[config.mk]
export PLATFORM = sky130hd
export DESIGN_NAME = cpfi_top
export DESIGN_NICKNAME = d
export VERILOG_FILES = /design/src/rtl/cpfi_pkg.sv /design/src/rtl/cpfi_inj_mux.sv /design/src/rtl/cpfi_netlist.sv /design/src/rtl/cpfi_compare.sv /design/src/rtl/cpfi_top.sv
export SDC_FILE = /design/constraint.sdc
export NUM_CORES = 1
export LEC_CHECK = 0
export BUFFER_PORTS_ARGS = -buffer_cell sky130_fd_sc_hd__buf_2
export CAP_MARGIN = 20
export CORE_AREA = 4 4 41 43
export CTS_BUF_LIST = sky130_fd_sc_hd__clkbuf_4 sky130_fd_sc_hd__clkbuf_8
export DETAILED_ROUTE_END_ITERATION = 8
export DIE_AREA = 0 0 45 47
export SYNTH_ARGS = -nofsm -noshare
export SYNTH_HDL_FRONTEND = slang
export SYNTH_HIERARCHICAL = 1
export SYNTH_SLANG_ARGS = --single-unit
[constraint.sdc]
create_clock -name clk -period 2.3 [get_ports clk]
set_clock_uncertainty 0.15 [all_clocks]
set_input_delay 0.115 -clock clk [delete_from_list [all_inputs] [get_ports clk]]
set_output_delay 0.115 -clock clk [all_outputs]
set_load 0.05 [all_outputs]
[src/rtl/cpfi_pkg.sv]
// Shared sizes and checkpoint numbering for the fault-injection harness.
// Assumes the fixed six-NAND netlist; indices here are decoded by the netlist.
package cpfi_pkg;
    localparam int PI_W = 5;
    localparam int PO_W = 2;
    localparam int NUM_STEM = PI_W;
    localparam int NUM_BRANCH = 6;
    localparam int CP_W = NUM_STEM + NUM_BRANCH;

    // Branch checkpoints (stems occupy 0..PI_W-1 in input order)
    localparam int CP_X3_TO_NA = 5;
    localparam int CP_X3_TO_NB = 6;
    localparam int CP_NB_TO_NC = 7;
    localparam int CP_NB_TO_ND = 8;
    localparam int CP_NC_TO_O0 = 9;
    localparam int CP_NC_TO_O1 = 10;
endpackage

[src/rtl/cpfi_inj_mux.sv]
// One checkpoint injection point. With EN set, a 2:1 mux chooses the true
// line or the forced level. With EN clear, the line passes straight through,
// so a fault-free copy carries no mux logic. Assumes sel is active high.
module cpfi_inj_mux #(
    parameter bit EN = 1'b1
) (
    input  logic orig,
    input  logic sel,
    input  logic stuck,
    output logic y
);
    generate
        if (EN) begin : g_mux
            // Choose between the true signal and the forced level
            assign y = sel ? stuck : orig;
        end else begin : g_wire
            logic unused_ign;
            // Pass-through; the select and stuck level are deliberately ignored
            assign unused_ign = sel ^ stuck;
            assign y = orig;
        end
    endgenerate
endmodule

[src/rtl/cpfi_netlist.sv]
// Six-NAND benchmark netlist with an injection point on every checkpoint
// (input stems and fanout branches). INJECT=0 builds a fault-free copy.
// Assumes branch muxes take the stem-mux output, so a stem fault reaches
// every branch of that stem.
module cpfi_netlist
    import cpfi_pkg::*;
#(
    parameter bit INJECT = 1'b1
) (
    input  logic            clk,
    input  logic            rst_n,
    input  logic [PI_W-1:0] pi,
    input  logic [CP_W-1:0] cp_sel,
    input  logic            stuck_val,
    output logic [PO_W-1:0] po
);
    logic [CP_W-1:0] cp_in;
    logic [CP_W-1:0] cp_out;
    logic n_a, n_b, n_c, n_d;

    // Stem checkpoints are the primary inputs themselves
    assign cp_in[NUM_STEM-1:0] = pi;
    // Fanout branches of x3, nb and nc
    assign cp_in[CP_X3_TO_NA] = cp_out[2];
    assign cp_in[CP_X3_TO_NB] = cp_out[2];
    assign cp_in[CP_NB_TO_NC] = n_b;
    assign cp_in[CP_NB_TO_ND] = n_b;
    assign cp_in[CP_NC_TO_O0] = n_c;
    assign cp_in[CP_NC_TO_O1] = n_c;

    genvar k;
    generate
        for (k = 0; k < CP_W; k++) begin : g_cp
            cpfi_inj_mux #(.EN(INJECT)) u_mux (
                .orig (cp_in[k]),
                .sel  (cp_sel[k]),
                .stuck(stuck_val),
                .y    (cp_out[k])
            );
        end
    endgenerate

    // Gate level of the benchmark, reading only checkpoint outputs
    assign n_a   = ~(cp_out[0] & cp_out[CP_X3_TO_NA]);
    assign n_b   = ~(cp_out[CP_X3_TO_NB] & cp_out[3]);
    assign n_c   = ~(cp_out[1] & cp_out[CP_NB_TO_NC]);
    assign n_d   = ~(cp_out[CP_NB_TO_ND] & cp_out[4]);
    assign po[0] = ~(n_a & cp_out[CP_NC_TO_O0]);
    assign po[1] = ~(cp_out[CP_NC_TO_O1] & n_d);

    generate
        if (INJECT) begin : g_chk
            // A stem fault on x3 must show up on the unselected branch into na
            assert_stem_to_branch_R6: assert property (@(posedge clk) disable iff (!rst_n)
                (cp_sel[2] && !cp_sel[CP_X3_TO_NA]) |-> (cp_out[CP_X3_TO_NA] == stuck_val));
        end
    endgenerate
endmodule

[src/rtl/cpfi_compare.sv]
// XOR compare of faulty and golden outputs, ORed and registered.
// Assumes synchronous active-low reset; detection appears one edge later.
module cpfi_compare
    import cpfi_pkg::*;
(
    input  logic            clk,
    input  logic            rst_n,
    input  logic [PO_W-1:0] faulty,
    input  logic [PO_W-1:0] golden,
    output logic            detect
);
    logic [PO_W-1:0] diff;
    logic            any_diff;

    // Bitwise difference and reduction to a single hit
    assign diff     = faulty ^ golden;
    assign any_diff = |diff;

    // Register the hit, cleared by reset
    always_ff @(posedge clk) begin
        if (!rst_n) detect <= 1'b0;
        else        detect <= any_diff;
    end

    // Equal outputs before an edge out of reset give no detection after it
    assert_quiet_when_equal_R7: assert property (@(posedge clk) disable iff (!rst_n)
        ($past(rst_n) && ($past(faulty) == $past(golden))) |-> !detect);
endmodule

[src/rtl/cpfi_top.sv]
// Fault-injection harness: an injected netlist copy, a fault-free copy and a
// registered mismatch flag. Assumes the controller holds inputs steady
// around the clock edge it samples on.
module cpfi_top
    import cpfi_pkg::*;
(
    input  logic            clk,
    input  logic            rst_n,
    input  logic [PI_W-1:0] pi,
    input  logic [CP_W-1:0] cp_sel,
    input  logic            stuck_val,
    output logic [PO_W-1:0] faulty_out,
    output logic [PO_W-1:0] golden_out,
    output logic            mismatch
);
    cpfi_netlist #(.INJECT(1'b1)) u_faulty (
        .clk      (clk),
        .rst_n    (rst_n),
        .pi       (pi),
        .cp_sel   (cp_sel),
        .stuck_val(stuck_val),
        .po       (faulty_out)
    );

    cpfi_netlist #(.INJECT(1'b0)) u_golden (
        .clk      (clk),
        .rst_n    (rst_n),
        .pi       (pi),
        .cp_sel   (cp_sel),
        .stuck_val(stuck_val),
        .po       (golden_out)
    );

    cpfi_compare u_cmp (
        .clk   (clk),
        .rst_n (rst_n),
        .faulty(faulty_out),
        .golden(golden_out),
        .detect(mismatch)
    );

    // Reset edge always leaves the flag low
    assert_reset_clears_R9: assert property (@(posedge clk)
        !$past(rst_n) |-> !mismatch);
    // No selects means the two copies agree
    assert_no_sel_agree_R2: assert property (@(posedge clk) disable iff (!rst_n)
        (cp_sel == '0) |-> (faulty_out == golden_out));
    // Golden copy follows the inputs only
    assert_golden_ignores_sel_R3: assert property (@(posedge clk) disable iff (!rst_n)
        $stable(pi) |-> $stable(golden_out));
    // A detection requires some fault to have been selected
    assert_detect_needs_fault_R7: assert property (@(posedge clk) disable iff (!rst_n)
        (mismatch && $past(rst_n)) |-> ($past(cp_sel) != '0));
endmodule

=== Yosys cells after proc, flatten, opt, wreduce, memory -nomap -nowiden ===
Index checks and enable logic that the tools add are counted.
W data, S select, Z words.

* Register bits: 1
* Latch bits: 0
* Memory bits (writable): 0
* Bits in read-only memories: 0
* Input bits: 19
* Word-level logic and storage cells: 38
* Memories: 0

* Add/sub/neg operators: 0
* Multiply operators: 0
* Divide/modulo/power cells: 0
* $lt $le $gt $ge: 0
* Equality and inequality tests: 0
* Shift operators: 0
* Muxes and demuxes: 11
* Bitwise operators: 25
* Reduce and logical (&&, ||, !) cells: 1

{| class="wikitable"
|+ Operator list
! operator !! number
|-
| $and A1 B1 Y1 || 12
|-
| $not A1 Y1 || 12
|-
| $mux W1 || 11
|-
| $reduce_or A2 Y1 || 1
|-
| $xor A2 B2 Y2 || 1
|}

=== Longest topological paths before layout ===
Gate-level depths: netlist of run 1.

* Depth in word-level cells: 12
* Gate-level depth with buffers: 9
* Gate-level depth less buffers: 9

=== Cells and area by module ===
The synthesis of run 1 kept the hierarchy.

{| class="wikitable"
|+ By module, submodules not included
! module !! times used !! cells an instance !! area an instance (um2) !! sequential area each (um2)
|-
| cpfi_inj_mux (u_faulty.g_cp[0].u_mux ...) || 11 || 1 || 15.0 || 0.0
|-
| cpfi_inj_mux (u_golden.g_cp[0].u_mux ...) || 11 || 1 || 7.5 || 0.0
|-
| cpfi_netlist || 2 || 4 || 27.5 || 0.0
|-
| cpfi_compare || 1 || 4 || 45.0 || 20.0
|}

=== Least setup slack after synthesis of run 1 ===
OpenSTA, ideal clock, no wires.

* Path kind: input to register
* Start: input cp_sel[2]
* End: register u_cmp.detect
* Library setup time: 0.122 ns
* Arrival: 1.867 ns
* Data required time: 2.028 ns
* Path slack: 0.161 ns
* Stages: 9
* Cells stage by stage: mux2_4 -> mux2_4 -> nand2_1 -> mux2_4 -> nand2_1 -> mux2_4 -> a21bo_1 -> xnor2_1 -> a21boi_1

* Longest elaborated chain between the ends: 12

{| class="wikitable"
|+ RTL lines
! item !! RTL line !! text
|-
| start: declaration || cpfi_top.sv:10 || <nowiki>input logic [CP_W-1:0] cp_sel,</nowiki>
|-
| $mux W1 (2 in series) || cpfi_inj_mux.sv:15 || <nowiki>assign y = sel ? stuck : orig;</nowiki>
|-
| net u_faulty.cp_out[6] || cpfi_netlist.sv:18 || <nowiki>logic [CP_W-1:0] cp_out;</nowiki>
|-
| $and A1 B1 Y1 || cpfi_netlist.sv:45 || <nowiki>assign n_b = ~(cp_out[CP_X3_TO_NB] & cp_out[3]);</nowiki>
|-
| $not A1 Y1 || cpfi_netlist.sv:45 ||
|-
| net u_faulty.cp_in[7] || cpfi_netlist.sv:17 || <nowiki>logic [CP_W-1:0] cp_in;</nowiki>
|-
| $mux W1 || cpfi_inj_mux.sv:15 ||
|-
| net u_faulty.cp_out[7] || cpfi_netlist.sv:18 ||
|-
| $and A1 B1 Y1 || cpfi_netlist.sv:46 || <nowiki>assign n_c = ~(cp_out[1] & cp_out[CP_NB_TO_NC]);</nowiki>
|-
| $not A1 Y1 || cpfi_netlist.sv:46 ||
|-
| net u_faulty.cp_in[10] || cpfi_netlist.sv:17 ||
|-
| $mux W1 || cpfi_inj_mux.sv:15 ||
|-
| net u_faulty.cp_out[9] || cpfi_netlist.sv:18 ||
|-
| $and A1 B1 Y1 || cpfi_netlist.sv:48 || <nowiki>assign po[0] = ~(n_a & cp_out[CP_NC_TO_O0]);</nowiki>
|-
| $not A1 Y1 || cpfi_netlist.sv:48 ||
|-
| net faulty_out[0] || cpfi_top.sv:12 || <nowiki>output logic [PO_W-1:0] faulty_out,</nowiki>
|-
| $xor A2 B2 Y2 || cpfi_compare.sv:16 || <nowiki>assign diff = faulty ^ golden;</nowiki>
|-
| $reduce_or A2 Y1 || cpfi_compare.sv:17 || <nowiki>assign any_diff = |diff;</nowiki>
|-
| end signal: assignment || cpfi_compare.sv:22 || <nowiki>else detect <= any_diff;</nowiki>
|-
| end: declaration || cpfi_compare.sv:10 || <nowiki>output logic detect</nowiki>
|}

The timed path passes the listed nets, and every way through them passes these cells.
A chain may end at the register's enable or synchronous reset.

=== Worst setup path after layout of run 1 ===
* Start: input stuck_val
* End: output faulty_out[0]

* Longest elaborated chain between the ends: 10

{| class="wikitable"
|+ RTL lines
! item !! RTL line !! text
|-
| start: declaration || cpfi_top.sv:11 || <nowiki>input logic stuck_val,</nowiki>
|-
| $mux W1 || cpfi_inj_mux.sv:15 ||
|-
| net u_faulty.cp_in[5] || cpfi_netlist.sv:17 ||
|-
| $mux W1 || cpfi_inj_mux.sv:15 ||
|-
| net u_faulty.cp_out[6] || cpfi_netlist.sv:18 ||
|-
| $and A1 B1 Y1 || cpfi_netlist.sv:45 ||
|-
| $not A1 Y1 || cpfi_netlist.sv:45 ||
|-
| net u_faulty.cp_in[7] || cpfi_netlist.sv:17 ||
|-
| $mux W1 || cpfi_inj_mux.sv:15 ||
|-
| net u_faulty.cp_out[7] || cpfi_netlist.sv:18 ||
|-
| $and A1 B1 Y1 || cpfi_netlist.sv:46 ||
|-
| $not A1 Y1 || cpfi_netlist.sv:46 ||
|-
| net u_faulty.cp_in[10] || cpfi_netlist.sv:17 ||
|-
| $mux W1 || cpfi_inj_mux.sv:15 ||
|-
| net u_faulty.cp_out[9] || cpfi_netlist.sv:18 ||
|-
| $and A1 B1 Y1 || cpfi_netlist.sv:48 ||
|-
| $not A1 Y1 || cpfi_netlist.sv:48 ||
|-
| end: declaration || cpfi_top.sv:12 ||
|}

The timed path passes the listed nets, and every way through them passes these cells.

==> results of run 1 <==
power by group through the flow:
stage / combinational (W) / clock, W / sequential, W
global route: 0.000127 / 0 / 0.0000209
floorplan: 0.0000891 / 0 / 0.0000301
detailed placement: 0.000119 / 0 / 0.0000207
global placement: 0.000118 / 0 / 0.0000206
CTS: 0.000119 / 0 / 0.0000207
finish: 0.000117 / 0 / 0.0000207
metal layers:
layer  vias up  share of wire (%)  global-route usage [%]
met4         0                  0                       0
met2        15                 47                    11.6
met3         0                 15                   0.383
met5         -                  0                       0
li1        132                  -                       -
met1       106                 38                    7.43
layout by cell type (no fill, tap or decap), drive strengths merged:
| cell | instances |
|---|---|
| buf | 23 |
| a21boi | 1 |
| dfxtp | 1 |
| xnor2 | 2 |
| a21bo | 4 |
| mux2 | 11 |
| nand2 | 4 |
synthesized netlist by cell type (all sizes together):
cell | number | area [um2]
xnor2 | 2 | 17.5
dfxtp | 1 | 20.0
a21bo | 4 | 40.0
nand2 | 4 | 15.0
mux2 | 11 | 165
a21boi | 1 | 7.51
buf | 11 | 82.6
through the flow:
step	setup slack [ns]	area (um2)	std cells	hold slack [ns]
after floorplan	0.161	348	34	0.118
after global routing	0.112	399	61	0.249
after CTS	0.183	399	61	0.218
after global placement	0.212	399	61	0.217
after detailed placement	0.183	399	61	0.215
final	0.204	399	61	0.218
logic make-up after synthesis:
group           count (synthesis)  share of synthesized area, %
mux                            11                          47.5
buf+inv                        11                          23.7
compound gates                  5                          13.7
simple gates                    4                          4.32
xor+xnor                        2                          5.04
flops                           1                          5.76
cell type report:
class | count | area, um2 | area share [%]
Multi-Input combinational cell | 22 | 245 | 61.4
Tap cell | 15 | 18.8 | 4.70
Sequential cell | 1 | 20.0 | 5.02
Timing Repair Buffer | 23 | 115 | 28.8
path summary, 6_finish.rpt:
path      start                       to  slack (ns)
max   stuck_val            faulty_out[0]        0.20
min       rst_n  u_cmp/detect$_SDFF_PN0_        0.22
==> results.json, run 1 <==
{
  "status": "complete, no violations",
  "regMostFlops": "u_cmp/detect",
  "p_switching_w": 0.0000629,
  "hp-class": "primary input to flip-flop",
  "rows": 13,
  "die_x_um": 45,
  "fin_nets": 67,
  "cts_resized": 0,
  "vias_per_cell": 4.15,
  "clock_power_share_pct": 0,
  "tightest_slew_ns": 0.250,
  "critical_path.max_stage_delay_ns": 0.27,
  "gp_congestion": 0.625,
  "cp.arrival_ns": 1.83,
  "min_period_ns": 2.10,
  "core_um2": 1300,
  "p_leak_nw": 0.238,
  "synth_area_um2": 348,
  "p_int_w": 0.0000749,
  "clk_pin_slew_ns": 0,
  "slowest_stage": "mux2_4",
  "pwr-share-seq_pct": 15.0,
  "port_buffers": 23,
  "drt_iter0_markers": 0,
  "hold_buffers": 0,
  "grt_pass1_vias": 246,
  "remaining_drc_errors": 0,
  "grtUsageTotal_pct": 5.91,
  "p_sw_share_pct": 45.6,
  "routed_wl_um": 606,
  "total_power_w": 0.000138,
  "max_slew_margin_pct": 83.4,
  "cp_max_fo": 11,
  "hold_viol": 0,
  "first_pass_iters": 1,
  "largest_reg_flops": 1,
  "die_h_um": 47,
  "tns_ns": 0,
  "syn_inst": 34,
  "crit_family": "multiplexers",
  "num_antenna_cells": 0,
  "start_kind": "primary input",
  "synth.distinct_cells": 7,
  "top_regs": "u_cmp/detect: 1 flops",
  "p_comb_share_pct": 85.0,
  "synthToLayoutAreaGrowth_pct": 14.7,
  "antenna_found_initial": 0,
  "path_buf_inv": 2,
  "final_core_util_pct": 30.7,
  "drv_cap": 0,
  "grt_start_max_net_pins": 12,
  "cpMostUsedCell": "mux2_4",
  "clock.fmax_mhz": 477,
  "ir_drop_mv": 0.103,
  "syn-num-nets": 53,
  "endpoint_kind": "output pin",
  "postSynthRegisterBits": 1,
  "worstPathCellList": "buf_2 > mux2_4 > mux2_4 > nand2_1 > mux2_4 > nand2_1 > mux2_4 > a21bo_1 > buf_2",
  "start_util_pct": 26.7,
  "fin_crit_sh_pct": 91.1,
  "antenna_left": 0,
  "cellPowerDensity_nw_per_um2": 345,
  "slew_viol_final": 0,
  "cp.required_ns": 2.04,
  "drive_gt1_share_pct": 73.9,
  "cts_setup_buffers": 0,
  "vias": 253,
  "setup_viol": 0,
  "grt_pass1_wl_um": 979,
  "whs_path_depth": 2,
  "wire_per_inst_um": 9.93,
  "crit_type": "primary input to output pin",
  "rsz0062_at_grt": "false",
  "path_depth": 9,
  "yosys_warnings": 6,
  "grt_overflow": 0,
  "dieArea_um2": 2120,
  "synth_area_per_cell_um2": 10.2,
  "ios": 24,
  "fillers": 155,
  "seq_area_frac_synth_pct": 5.76
}
No activity file was read; power rests on OpenSTA's default activity.
==> run 2, diff against run 1 <==
--- a/config.mk
+++ b/config.mk
@@ -13,5 +13,4 @@
 export DIE_AREA = 0 0 45 47
 export SYNTH_ARGS = -nofsm -noshare
 export SYNTH_HDL_FRONTEND = slang
-export SYNTH_HIERARCHICAL = 1
 export SYNTH_SLANG_ARGS = --single-unit
==> run 2 against run 1 <==
Effect of this change:
- fmax is 19% higher
- routed wire length up 37%
- sequential power increased by 2%
- sequential cell count unchanged
- global-route usage grew 2.1 points
- worst setup slack better by 0.34 ns
- first-iteration DRC count rose by 7
==> results.json, run 2 <==
{
  "drt_iter0_markers": 7,
  "cellPowerDensity_nw_per_um2": 341,
  "min_period_ns": 1.76,
  "setup_slack_ns": 0.541,
  "num_antenna_cells": 0,
  "start_kind": "primary input",
  "fin_nets": 80,
  "p_comb_share_pct": 83.8,
  "die_h_um": 47,
  "rows": 13,
  "hold_buffers": 0,
  "port_buffers": 23,
  "p_switching_w": 0.0000706,
  "dieArea_um2": 2120,
  "start_util_pct": 18.9,
  "synth_top_area_cell": "dfxtp_1",
  "slowest_stage": "or3_1",
  "yosysMostFrequentCell": "nor2_1",
  "max_slew_margin_pct": 75.4,
  "wire_per_inst_um": 11.2,
  "p_leak_nw": 0.179,
  "crit_end": "faulty_out[1]",
  "ys.flop_type": "dfxtp_1",
  "synthMuxAreaShare_pct": 6.09,
  "vias_per_cell": 4.97,
  "mostFrequentLayoutCell": "buf_2",
  "drive_gt1_share_pct": 50.8,
  "path_depth": 6,
  "postSynthRegisterBits": 1,
  "syn-num-nets": 55,
  "tns_ns": 0,
  "synthAdderAreaFrac_pct": 0,
  "die_x_um": 45,
  "gp_congestion": 0.802,
  "grtUsageTotal_pct": 8.03,
  "antenna_found_initial": 0,
  "synth-simple-area-share_pct": 33.5,
  "crit_family": "simple AND/OR/NAND/NOR gates",
  "critical_path.max_stage_delay_ns": 0.41,
  "tightest_slew_ns": 0.367,
  "post-place-ws_ns": 0.555,
  "place_area_um2": 380,
  "synth.distinct_cells": 23,
  "ir_drop_mv": 0.0668,
  "synth_area_per_cell_um2": 6.85,
  "ys_top_cells_by_area": "dfxtp_1 (8.1%), nor2_1 (7.6%), o311ai_2 (6.6%)",
  "top_regs": "u_cmp.detect: 1 flops",
  "setup_viol": 0,
  "clk_pin_slew_ns": 0,
  "dp_hpwl_um": 728,
  "cp_max_fo": 5,
  "postSynth.asyncResetShare_pct": 0,
  "rsz0062_at_grt": "false",
  "synthToLayoutAreaGrowth_pct": 54.3,
  "synth_common_cells": "nor2_1 (5), nand2_1 (4), a21oi_1 (3), nor3_1 (3), o21ai_0 (3)",
  "total_power_w": 0.000130,
  "yosys_warnings": 0,
  "core_um2": 1300,
  "layout_common_cells": "buf_2 (23), nor2_1 (5), nand2_1 (4)",
  "synth_xor_area_share_pct": 0,
  "cp.required_ns": 2.04,
  "path_buf_inv": 2,
  "final_area_um2": 380,
  "crit_start": "cp_sel[2]",
  "status": "complete, no violations",
  "cp.arrival_ns": 1.49,
  "grt_pass1_vias": 317,
  "p_sw_share_pct": 54.4,
  "hold_viol": 0,
  "fin_crit_sh_pct": 76.5,
  "ios": 24,
  "routed_wl_um": 831,
  "pwr-share-seq_pct": 16.2,
  "remaining_drc_errors": 0,
  "whs_ns": 0.274,
  "grt_overflow": 0,
  "antenna_left": 0,
  "syn_inst": 36,
  "grt_pass1_wl_um": 1370,
  "grt_start_max_net_pins": 7,
  "p_int_w": 0.0000593,
  "clock.fmax_mhz": 569,
  "first_pass_iters": 4,
  "synth.top_cell.area_share_pct": 8.12,
  "seq_area_frac_synth_pct": 8.12,
  "synth_top_family_by_area": "compound AO/OA/AOI/OAI gates",
  "clock_power_share_pct": 0,
  "slew_viol_final": 0,
  "hp-class": "primary input to flip-flop",
  "drv_cap": 0,
  "cts_resized": 0,
  "crit_type": "primary input to output pin",
  "synth_area_um2": 246,
  "vias": 368,
  "synth-edff-count": 0,
  "largest_reg_flops": 1,
  "cts_setup_buffers": 0,
  "worstPathCellList": "buf_2 > or3_1 > a211oi_2 > nor3_1 > or2_1 > buf_2",
  "synth_compound_area_share_pct": 49.2,
  "cpMostUsedCell": "buf_2",
  "regMostFlops": "u_cmp.detect",
  "endpoint_kind": "output pin"
}
==> run 2: cell families (layout without fill, tap and decap cells) <==
kind of cell | Yosys count | count (layout)
buf+inv | 2 | 25
compound gates | 15 | 15
simple gates | 17 | 17
mux | 1 | 1
flops | 1 | 1
==> run 2: worst min-delay path by stage <==
stage               start                       to  slack, ns  depth (start not counted)
floorplan           rst_n  u_cmp.detect$_SDFF_PN0_       0.13                          2
global placement    rst_n  u_cmp.detect$_SDFF_PN0_       0.27                          3
detailed placement  rst_n  u_cmp.detect$_SDFF_PN0_       0.27                          3
CTS                 rst_n  u_cmp.detect$_SDFF_PN0_       0.27                          3
global route        rst_n  u_cmp.detect$_SDFF_PN0_       0.31                          3
finish              rst_n  u_cmp.detect$_SDFF_PN0_       0.27                          3
==> run 2: layout make-up <==
| cell class | instances | area (um2) |
|---|---|---|
| fillers | 162 | 921 |
| inverters | 2 | 7.51 |
| repair buffers | 23 | 115 |
| flip-flops and latches | 1 | 20.0 |
| well taps | 15 | 18.8 |
| multi-input cells | 33 | 219 |
==> run 2: power by group through the flow <==
stage	clock network, W	logic [W]	registers, W
floorplan	0	0.0000609	0.0000320
global placement	0	0.000108	0.0000212
detailed placement	0	0.000108	0.0000211
CTS	0	0.000109	0.0000211
global route	0	0.000118	0.0000214
finish	0	0.000109	0.0000211
==> run 2: stage by stage <==
step / utilization [%] / instances
after global placement: 29.2 / 74
after detailed placement: 29.2 / 74
after global routing: 29.2 / 74
final: 29.2 / 74
after floorplan: - / 36
after CTS: 29.2 / 74
==> run 2: metal layers <==
metal  global-route usage [%]  up-vias  wire length, um
met4                        0        0                0
met2                     11.9       18              340
met3                    0.766        0              101
li1                         -      186                -
met1                     13.1      164              390
met5                        0        -                0
==> run 3, diff against run 2 <==
==> constraint.sdc (replaced) <==
create_clock -name clk -period 1.8 [get_ports clk]
set_clock_uncertainty 0.15 [all_clocks]
set_input_delay 0.09 -clock clk [delete_from_list [all_inputs] [get_ports clk]]
set_output_delay 0.09 -clock clk [all_outputs]
set_load 0.05 [all_outputs]
==> run 3 against run 2 <==
Effect of this change:
- total power rose by 35%
- final area rose by 6.6%
- core utilization rose by 1.9 points
- highest routed layer unchanged
- combinational power rose by 36%
- sequential power rose by 28%
- cell count did not move
==> results.json, run 3 (synthesis results as in run 2) <==
{
  "status": "complete, no violations",
  "largest_reg_flops": 1,
  "vias_per_cell": 4.96,
  "max_slew_margin_pct": 76.7,
  "cp.arrival_ns": 1.47,
  "final_core_util_pct": 31.2,
  "vias": 367,
  "ir_drop_mv": 0.0869,
  "min_period_ns": 1.71,
  "routed_wl_um": 835,
  "first_pass_iters": 4,
  "fin_nets": 80,
  "slew_viol_final": 0,
  "port_buffers": 23,
  "rsz0062_at_grt": "false",
  "synthToLayoutAreaGrowth_pct": 64.5,
  "clk_pin_slew_ns": 0,
  "ios": 24,
  "start_kind": "primary input",
  "tightest_slew_ns": 0.350,
  "grtUsageTotal_pct": 8.10,
  "cts_setup_buffers": 0,
  "drive_gt1_share_pct": 52.5,
  "rows": 13,
  "cellPowerDensity_nw_per_um2": 431,
  "drv_cap": 0,
  "dp.cells": 74,
  "mostFrequentLayoutCell": "buf_2",
  "start_util_pct": 18.9,
  "dieArea_um2": 2120,
  "cp.required_ns": 1.56,
  "slowest_stage": "or3_1",
  "num_antenna_cells": 0,
  "antenna_found_initial": 0,
  "die_x_um": 45,
  "antenna_left": 0,
  "grt_start_max_net_pins": 7,
  "die_h_um": 47,
  "final_area_um2": 405,
  "dp_hpwl_um": 754,
  "stdcell_count": 74,
  "regMostFlops": "u_cmp.detect",
  "whs_path_depth": 3,
  "tns_ns": 0,
  "hold_buffers": 0,
  "fin_crit_sh_pct": 95.2,
  "drt_iter0_markers": 7,
  "top_regs": "u_cmp.detect: 1 flops",
  "remaining_drc_errors": 0,
  "gp_congestion": 0.814,
  "crit_end": "faulty_out[1]",
  "core_um2": 1300,
  "layout_common_cells": "buf_2 (23), nor2_1 (5), nand2_1 (4)",
  "grt_overflow": 0,
  "grt_pass1_vias": 327,
  "wire_per_inst_um": 11.3,
  "cpMostUsedCell": "buf_2",
  "worstPathCellList": "buf_2 > or3_1 > a211oi_4 > nor3_1 > or2_1 > buf_2",
  "critical_path.max_stage_delay_ns": 0.43,
  "setup_viol": 0,
  "clock.fmax_mhz": 584,
  "endpoint_kind": "output pin",
  "grt_pass1_wl_um": 1350,
  "hp-class": "primary input to flip-flop",
  "p_leak_nw": 0.184,
  "crit_type": "primary input to output pin",
  "crit_start": "cp_sel[2]",
  "hold_viol": 0,
  "place_area_um2": 390,
  "cp_max_fo": 5
}
run 3: cell counts in the layout (fill, tap and decap cells not counted):
No cell type changed its count.
run 3: routing by layer:
layer / part of all wire, % / vias to the layer above / track usage [%] / routed length (um)
met3: 15 / 0 / 1.92 / 126
li1: - / 187 / - / -
met5: 0 / - / 0 / 0
met4: 0 / 0 / 1.75 / 0
met1: 50 / 157 / 12.1 / 416
met2: 35 / 23 / 11.6 / 292
run 3: power by group:
part	switching (W)	total (W)	internal [W]
combinational	0.0000944	0.000148	0.0000532
clock	0	0	0
sequential	0.000000627	0.0000270	0.0000264
run 3: what timing repair did:
item	in CTS	in global routing
hold endpoints to repair	0	0
setup endpoints to repair	0	2
resized for setup	0	2
run 3: worst min-delay path by stage:
stage / from / end / slack, ns
after floorplan: rst_n / u_cmp.detect$_SDFF_PN0_ / 0.11
after global placement: rst_n / u_cmp.detect$_SDFF_PN0_ / 0.25
after detailed placement: rst_n / u_cmp.detect$_SDFF_PN0_ / 0.25
after CTS: rst_n / u_cmp.detect$_SDFF_PN0_ / 0.25
after global routing: rst_n / u_cmp.detect$_SDFF_PN0_ / 0.29
final: rst_n / u_cmp.detect$_SDFF_PN0_ / 0.25
run 3: stage by stage:
step,hold slack (ns),power [W],worst slack (ns)
after floorplan,0.110,0.000123,0.00628
after global placement,0.247,0.000170,0.0489
after detailed placement,0.249,0.000171,0.0417
after CTS,0.250,0.000171,0.0313
after global routing,0.286,0.000188,0.00119
final,0.246,0.000175,0.0872
run 3: worst max-delay path, delay by kind of cell:
family                 cells  cell delay, ns
buffers and inverters      2            0.35
AND/OR/NAND/NOR            3            0.76
AO/OA/AOI/OAI              1            0.27
run 3: final cells by class:
cell class / count / area [um2]
Sequential cell: 1 / 20.0
Tap cell: 15 / 18.8
Inverter: 2 / 7.51
Fill cell: 154 / 896
Multi-Input combinational cell: 33 / 244
Timing Repair Buffer: 23 / 115
